`config.mk`:
```
export PLATFORM = sky130hd
export DESIGN_NAME = xbus_cs_sequencer
export DESIGN_NICKNAME = d
export VERILOG_FILES = /design/src/rtl/xcs_pkg.sv /design/src/rtl/xcs_cfg_bank.sv /design/src/rtl/xcs_seq.sv /design/src/rtl/xcs_out_decode.sv /design/src/rtl/xbus_cs_sequencer.sv
export SDC_FILE = /design/constraint.sdc
export NUM_CORES = 1
export LEC_CHECK = 0
export CORE_MARGIN = 1
export CORE_UTILIZATION = 53
export DETAILED_ROUTE_END_ITERATION = 6
export PLACE_DENSITY = 0.82
export SETUP_SLACK_MARGIN = 0.05
export SYNTH_ARGS = -nofsm -noshare
export SYNTH_HDL_FRONTEND = slang
export SYNTH_SLANG_ARGS = --single-unit
```
`constraint.sdc`:
```
create_clock -name clk -period 2.5 [get_ports clk]
set_clock_uncertainty 0.1 [all_clocks]
set_input_delay 0.75 -clock clk [delete_from_list [all_inputs] [get_ports clk]]
set_output_delay 0.75 -clock clk [all_outputs]
set_load 0.02 [all_outputs]
```
`src/rtl/xcs_pkg.sv`:
```
package xcs_pkg;

    // Per-area timing setting, bit 2 = delay, bit 1 = setup, bit 0 = hold
    typedef struct packed {
        logic dly;
        logic setup;
        logic hold;
    } area_cfg_t;

    localparam int CFG_W = $bits(area_cfg_t);

    typedef enum logic [2:0] {
        ST_IDLE  = 3'd0,
        ST_ADDR  = 3'd1,
        ST_CSON  = 3'd2,
        ST_SETUP = 3'd3,
        ST_STRB  = 3'd4,
        ST_DONE  = 3'd5,
        ST_HOLD  = 3'd6,
        ST_GAP   = 3'd7
    } seq_state_e;

endpackage

```
`src/rtl/xcs_cfg_bank.sv`:
```
module xcs_cfg_bank
    import xcs_pkg::*;
#(
    parameter int N_AREAS = 4,
    parameter int AREA_W  = (N_AREAS > 1) ? $clog2(N_AREAS) : 1
) (
    input  logic              clk,
    input  logic              rst_n,
    input  logic              wr_en,
    input  logic [AREA_W-1:0] wr_idx,
    input  area_cfg_t         wr_cfg,
    input  logic [AREA_W-1:0] rd_idx,
    output area_cfg_t         rd_cfg
);

    area_cfg_t mem_d [N_AREAS];
    area_cfg_t mem_q [N_AREAS];

    always_comb begin
        for (int i = 0; i < N_AREAS; i++) begin
            mem_d[i] = mem_q[i];
            if (wr_en && (wr_idx == AREA_W'(i))) begin
                mem_d[i] = wr_cfg;
            end
        end
    end

    always_ff @(posedge clk or negedge rst_n) begin
        if (!rst_n) begin
            for (int i = 0; i < N_AREAS; i++) begin
                mem_q[i] <= '0;
            end
        end else begin
            for (int i = 0; i < N_AREAS; i++) begin
                mem_q[i] <= mem_d[i];
            end
        end
    end

    assign rd_cfg = mem_q[rd_idx];

    // a written setting is what the entry holds one cycle later
    p_cfg_store_r12: assert property (@(posedge clk) disable iff (!rst_n)
        wr_en |=> (mem_q[$past(wr_idx)] == $past(wr_cfg)));

endmodule

```
`src/rtl/xcs_seq.sv`:
```
module xcs_seq
    import xcs_pkg::*;
#(
    parameter int N_AREAS = 4,
    parameter int AREA_W  = (N_AREAS > 1) ? $clog2(N_AREAS) : 1
) (
    input  logic              clk,
    input  logic              rst_n,
    input  logic              req_valid,
    input  logic [AREA_W-1:0] req_area,
    input  logic              req_write,
    input  area_cfg_t         req_cfg,
    output logic              req_ready,
    output seq_state_e        state,
    output logic [AREA_W-1:0] cur_area,
    output logic              cur_write,
    output area_cfg_t         cur_cfg
);

    typedef struct packed {
        seq_state_e        st;
        logic [AREA_W-1:0] area;
        logic              write;
        area_cfg_t         cfg;
        logic              cont;
        logic              pv;
        logic [AREA_W-1:0] parea;
        logic              pwrite;
        area_cfg_t         pcfg;
    } seq_regs_t;

    seq_regs_t r_d, r_q;
    logic      accept;
    logic      same_req;
    logic      same_pend;
    logic      may_chain;

    assign req_ready = (r_q.st == ST_IDLE) || (r_q.st == ST_DONE);
    assign accept    = req_valid && req_ready;
    assign same_req  = (req_area == r_q.area);
    assign same_pend = (r_q.parea == r_q.area);
    assign may_chain = same_req && !r_q.cfg.dly && !req_cfg.dly;

    always_comb begin
        r_d = r_q;
        unique case (r_q.st)
            ST_IDLE: begin
                if (accept) begin
                    r_d.st    = ST_ADDR;
                    r_d.area  = req_area;
                    r_d.write = req_write;
                    r_d.cfg   = req_cfg;
                    r_d.cont  = 1'b0;
                end
            end
            ST_ADDR: begin
                if (r_q.cfg.dly) begin
                    r_d.st = ST_CSON;
                end else if (r_q.cont) begin
                    r_d.st = ST_STRB;
                end else if (r_q.cfg.setup) begin
                    r_d.st = ST_SETUP;
                end else begin
                    r_d.st = ST_STRB;
                end
            end
            ST_CSON:  r_d.st = ST_SETUP;
            ST_SETUP: r_d.st = ST_STRB;
            ST_STRB:  r_d.st = ST_DONE;
            ST_DONE: begin
                if (accept) begin
                    if (may_chain) begin
                        r_d.st    = ST_ADDR;
                        r_d.area  = req_area;
                        r_d.write = req_write;
                        r_d.cfg   = req_cfg;
                        r_d.cont  = 1'b1;
                    end else begin
                        r_d.pv     = 1'b1;
                        r_d.parea  = req_area;
                        r_d.pwrite = req_write;
                        r_d.pcfg   = req_cfg;
                        if (r_q.cfg.hold) begin
                            r_d.st = ST_HOLD;
                        end else if (same_req && !req_cfg.dly) begin
                            r_d.st = ST_GAP;
                        end else begin
                            r_d.st    = ST_ADDR;
                            r_d.area  = req_area;
                            r_d.write = req_write;
                            r_d.cfg   = req_cfg;
                            r_d.cont  = 1'b0;
                            r_d.pv    = 1'b0;
                        end
                    end
                end else begin
                    r_d.pv = 1'b0;
                    r_d.st = r_q.cfg.hold ? ST_HOLD : ST_IDLE;
                end
            end
            ST_HOLD: begin
                if (!r_q.pv) begin
                    r_d.st = ST_IDLE;
                end else if (same_pend && !r_q.pcfg.dly) begin
                    r_d.st = ST_GAP;
                end else begin
                    r_d.st    = ST_ADDR;
                    r_d.area  = r_q.parea;
                    r_d.write = r_q.pwrite;
                    r_d.cfg   = r_q.pcfg;
                    r_d.cont  = 1'b0;
                    r_d.pv    = 1'b0;
                end
            end
            ST_GAP: begin
                r_d.st    = ST_ADDR;
                r_d.area  = r_q.parea;
                r_d.write = r_q.pwrite;
                r_d.cfg   = r_q.pcfg;
                r_d.cont  = 1'b0;
                r_d.pv    = 1'b0;
            end
            default: r_d.st = ST_IDLE;
        endcase
    end

    always_ff @(posedge clk or negedge rst_n) begin
        if (!rst_n) begin
            r_q    <= '0;
            r_q.st <= ST_IDLE;
        end else begin
            r_q <= r_d;
        end
    end

    assign state     = r_q.st;
    assign cur_area  = r_q.area;
    assign cur_write = r_q.write;
    assign cur_cfg   = r_q.cfg;

    // the address cycle never repeats back to back
    p_addr_single_r3: assert property (@(posedge clk) disable iff (!rst_n)
        (r_q.st == ST_ADDR) |=> (r_q.st != ST_ADDR));

    // delayed chip-select is always followed by one setup cycle
    p_dly_setup_r4: assert property (@(posedge clk) disable iff (!rst_n)
        (r_q.st == ST_CSON) |=> (r_q.st == ST_SETUP));

    // a continued access goes straight from address to strobe
    p_chain_direct_r9: assert property (@(posedge clk) disable iff (!rst_n)
        (r_q.st == ST_ADDR && r_q.cont) |=> (r_q.st == ST_STRB));

    // nothing is accepted outside idle or done
    p_busy_hold_r2: assert property (@(posedge clk) disable iff (!rst_n)
        (r_q.st == ST_STRB) |=> $stable(r_q.area));

endmodule

```
`src/rtl/xcs_out_decode.sv`:
```
module xcs_out_decode
    import xcs_pkg::*;
#(
    parameter int N_AREAS = 4,
    parameter int AREA_W  = (N_AREAS > 1) ? $clog2(N_AREAS) : 1
) (
    input  logic               clk,
    input  logic               rst_n,
    input  seq_state_e         state,
    input  logic [AREA_W-1:0]  area,
    input  logic               write,
    input  area_cfg_t          cfg,
    output logic [N_AREAS-1:0] cs_n,
    output logic [N_AREAS-1:0] dack_n,
    output logic               as_n,
    output logic               rd_n,
    output logic               wr_n,
    output logic               done
);

    logic cs_on;
    logic strobe;

    always_comb begin
        unique case (state)
            ST_ADDR:                          cs_on = !cfg.dly;
            ST_CSON, ST_SETUP, ST_STRB,
            ST_DONE, ST_HOLD:                 cs_on = 1'b1;
            default:                          cs_on = 1'b0;
        endcase
    end

    assign strobe = (state == ST_STRB);
    assign as_n   = (state != ST_ADDR);
    assign rd_n   = !(strobe && !write);
    assign wr_n   = !(strobe && write);
    assign done   = (state == ST_DONE);

    for (genvar g = 0; g < N_AREAS; g++) begin : g_line
        assign cs_n[g]   = !(cs_on && (area == AREA_W'(g)));
        assign dack_n[g] = !(cs_on && (area == AREA_W'(g)));
    end

    // never two areas selected
    p_one_cs_r13: assert property (@(posedge clk) disable iff (!rst_n)
        $onehot0(~cs_n));

    // strobes are exclusive and last one cycle
    p_strobe_excl_r6: assert property (@(posedge clk) disable iff (!rst_n)
        !(!rd_n && !wr_n));
    p_strobe_single_r6: assert property (@(posedge clk) disable iff (!rst_n)
        (!rd_n || !wr_n) |=> (rd_n && wr_n));
    p_strobe_under_cs_r6: assert property (@(posedge clk) disable iff (!rst_n)
        (!rd_n || !wr_n) |-> (cs_n != '1));

    // done follows the strobe and chip-select is still held
    p_done_after_strobe_r7: assert property (@(posedge clk) disable iff (!rst_n)
        (!rd_n || !wr_n) |=> (done && (cs_n != '1)));

endmodule

```
`src/rtl/xbus_cs_sequencer.sv`:
```
module xbus_cs_sequencer
    import xcs_pkg::*;
#(
    parameter int N_AREAS = 4,
    parameter int AREA_W  = (N_AREAS > 1) ? $clog2(N_AREAS) : 1
) (
    input  logic               clk,
    input  logic               rst_n,
    input  logic               cfg_we,
    input  logic [AREA_W-1:0]  cfg_area,
    input  logic [CFG_W-1:0]   cfg_bits,
    input  logic               req_valid,
    input  logic [AREA_W-1:0]  req_area,
    input  logic               req_write,
    output logic               req_ready,
    output logic [N_AREAS-1:0] cs_n,
    output logic [N_AREAS-1:0] dack_n,
    output logic               as_n,
    output logic               rd_n,
    output logic               wr_n,
    output logic               done
);

    area_cfg_t         req_cfg;
    seq_state_e        state;
    logic [AREA_W-1:0] cur_area;
    logic              cur_write;
    area_cfg_t         cur_cfg;

    xcs_cfg_bank #(.N_AREAS(N_AREAS), .AREA_W(AREA_W)) i_bank (
        .clk    (clk),
        .rst_n  (rst_n),
        .wr_en  (cfg_we),
        .wr_idx (cfg_area),
        .wr_cfg (area_cfg_t'(cfg_bits)),
        .rd_idx (req_area),
        .rd_cfg (req_cfg)
    );

    xcs_seq #(.N_AREAS(N_AREAS), .AREA_W(AREA_W)) i_seq (
        .clk       (clk),
        .rst_n     (rst_n),
        .req_valid (req_valid),
        .req_area  (req_area),
        .req_write (req_write),
        .req_cfg   (req_cfg),
        .req_ready (req_ready),
        .state     (state),
        .cur_area  (cur_area),
        .cur_write (cur_write),
        .cur_cfg   (cur_cfg)
    );

    xcs_out_decode #(.N_AREAS(N_AREAS), .AREA_W(AREA_W)) i_dec (
        .clk    (clk),
        .rst_n  (rst_n),
        .state  (state),
        .area   (cur_area),
        .write  (cur_write),
        .cfg    (cur_cfg),
        .cs_n   (cs_n),
        .dack_n (dack_n),
        .as_n   (as_n),
        .rd_n   (rd_n),
        .wr_n   (wr_n),
        .done   (done)
    );

    // the done cycle always offers acceptance
    p_ready_at_done_r2: assert property (@(posedge clk) disable iff (!rst_n)
        done |-> req_ready);

endmodule

```
==> flow_summary.json <==
{
  "critPathMaxFanout": 4,
  "ys_seq_area_share_pct": 42.8,
  "hold_violations": 0,
  "timing.fmax_mhz": 415,
  "cts-root-buf": "clkbuf_4",
  "ctsHtreeMaxLevel": 2,
  "antenna_found_initial": 0,
  "postCtsSetupBuffers": 0,
  "tightest_slew_ps": 658,
  "core_um2": 3050,
  "drtIter0Drc": 100,
  "status": "complete, no violations",
  "synth_top_area_cell": "dfrtp_1",
  "dp_slack_ps": -607,
  "whs_ps": 413,
  "numCtsBuffers": 5,
  "ys_ff_latch": 29,
  "drc_errors": 0,
  "setup_viol": 0,
  "port_buffers": 24,
  "slew_headroom_pct": 55.7,
  "synthMuxAreaShare_pct": 17.4,
  "wl_mm": 3.86,
  "cts_tree": "yes",
  "cts.sinks": 29,
  "critical_path_arrival_ps": 1560,
  "cp-end-kind": "output pin",
  "synthCells": 159,
  "synth_ff_type": "dfrtp_1",
  "routed-via-count": 1448,
  "drive_gt1_share_pct": 39.9,
  "finalMaxSlewViolations": 0,
  "clk_latency_ps": 330,
  "final_nets": 214,
  "grt_usage_pct": 25.2,
  "yosys.area_share.simple_pct": 13.4,
  "crit_type": "register to output pin",
  "power_density_nw_per_um2": 1160,
  "nFillCells": 253,
  "vias_per_cell": 5.86,
  "power.leakage_nw": 0.921,
  "dr_wl_met2_mm": 2.09,
  "synth_top_area_share_pct": 42.8,
  "synth_compound_area_share_pct": 17.4,
  "async_reset_ff_share_pct": 100,
  "syn_area_um2": 1690,
  "fin_util_pct": 69.8,
  "finalCritPeriodShare_pct": 96.4,
  "die_h_um": 58.5,
  "start_kind": "register",
  "grt_pass1_wl_mm": 6.36,
  "synth.distinct_cells": 51,
  "diodes": 0,
  "syn_to_final_growth_pct": 25.7,
  "die_w_um": 58.5,
  "irDropWorstVdd_mv": 0.542,
  "place_congestion": 0.950,
  "grt_overflow_total": 0,
  "synth_top_family_by_area": "multiplexers",
  "layout_min_cycle_time_ps": 2410,
  "required_ps": 1650,
  "synth.area.top_cells": "dfrtp_1 43%, mux2_2 11%, o21ai_0 3.5%, mux4_1 3.1%, a21oi_1 2.7%",
  "fp.dieArea_um2": 3430,
  "rows": 20,
  "worst_slack_ps": 90.9,
  "place_area_um2": 2100,
  "wire_per_inst_um": 15.6,
  "grt_max_degree": 30,
  "drt_pass1_iterations": 4,
  "yosysWarningCount": 0,
  "dp_hpwl_mm": 2.99,
  "final_cell_mix": "29 x dfrtp_1, 22 x buf_4, 16 x mux2_2",
  "cts_buffer_depth": 2,
  "syn-num-nets": 171,
  "synthAdderAreaFrac_pct": 0,
  "synth_edf_count": 0,
  "power_mw": 2.47,
  "layout_commonest_cell": "dfrtp_1",
  "postSynthAreaPerCell_um2": 10.7,
  "rsz0062_at_grt": "yes",
  "hold_class": "register to register",
  "fin_area_um2": 2130,
  "path_clk_slew_ps": 100,
  "grt_pass1_vias": 1446,
  "ant_nets": 0,
  "wl_met1_mm": 1.46,
  "start_util_pct": 55.5,
  "routed.top_layer": "met4",
  "wl_met3_um": 202,
  "yosys.area_share.xor_xnor_pct": 2.07,
  "ios": 25,
  "drv_cap": 0
}
==> metrics by stage <==
| stage | TNS (ps) | instances |
|---|---|---|
| 3_3_place_gp | -7680 | 239 |
| 3_5_place_dp | -8280 | 239 |
| 5_1_grt | 0 | 247 |
| 6_report | 0 | 247 |
| 4_1_cts | 0 | 247 |
| 2_1_floorplan | -655 | 159 |
==> timing repair <==
action	CTS	global route
pin swaps	3	0
hold buffers	0	0
hold endpoints to repair	0	0
resized for setup	38	15
endpoints found under the setup margin	29	12
==> worst max-delay path, stage by stage (launching register included) <==
cell and delay (ps):
dfrtp_1 390, inv_1 100, o21ai_2 160, o21ai_2 90, or3_1 320, buf_2 170
==> worst paths after layout <==
| kind | start | endpoint | slack, ps | cells past startpoint |
|---|---|---|---|---|
| worst max register to register | i_bank.mem_q[5] | i_seq.cur_cfg[1] | 250 | 5 |
| min in group asynchronous | rst_n | i_seq.state[0] | 680 | 2 |
| worst min register to register | i_bank.mem_q[4] | i_bank.mem_q[4] | 410 | 1 |
| worst min-delay path | i_bank.mem_q[4] | i_bank.mem_q[4] | 410 | 1 |
| max in group asynchronous | rst_n | i_seq.r_q[3] | 1340 | 2 |
| worst max-delay path | i_seq.state[0] | cs_n[0] | 90 | 5 |
==> routing by layer <==
| metal | vias to the layer above | GRT usage [%] |
|---|---|---|
| met5 | - | 0 |
| met4 | 0 | 13.3 |
| li1 | 661 | - |
| met2 | 59 | 45.2 |
| met3 | 14 | 5.05 |
| met1 | 714 | 28.2 |
==> power by group <==
part | switching (mW) | internal, mW
clock network | 0.184 | 0.109
registers | 0.145 | 0.634
logic | 0.753 | 0.649
==> logic make-up (layout without fill, tap and decap cells) <==
logic type      after synthesis  count (layout)
buf+inv                      22              66
simple gates                 40              40
compound gates               42              42
flops                        29              29
mux                          22              22
xor+xnor                      4               4
==> flip-flops by register name, indices dropped and copies added, names as in the netlist <==
name,count
i_seq.r_q,8
i_seq.cur_cfg,3
i_seq.cur_write,1
i_bank.mem_q,12
i_seq.state,3
i_seq.cur_area,2
==> area by class of cell <==
type                            count  area (µm²)  share of cell area [%]
Clock inverter                      3        22.5                    1.06
Inverter                           10        37.5                    1.76
Tap cell                           44        55.1                    2.59
Timing Repair Buffer               48         364                    17.1
Sequential cell                    29         726                    34.1
Clock buffer                        5        37.5                    1.76
Multi-Input combinational cell    108         887                    41.7
==> synth_stat cells (3+ instances only) <==
master and instances:
o21ai_0 12, mux2_2 16, inv_1 9, nor2b_1 3, clkbuf_1 4, buf_4 5
nand3_1 6, xor2_1 4, nand2_1 9, dfrtp_1 29, nor2_1 7, a21oi_1 9
nand2b_1 3
(Power assumes the default switching activity.)
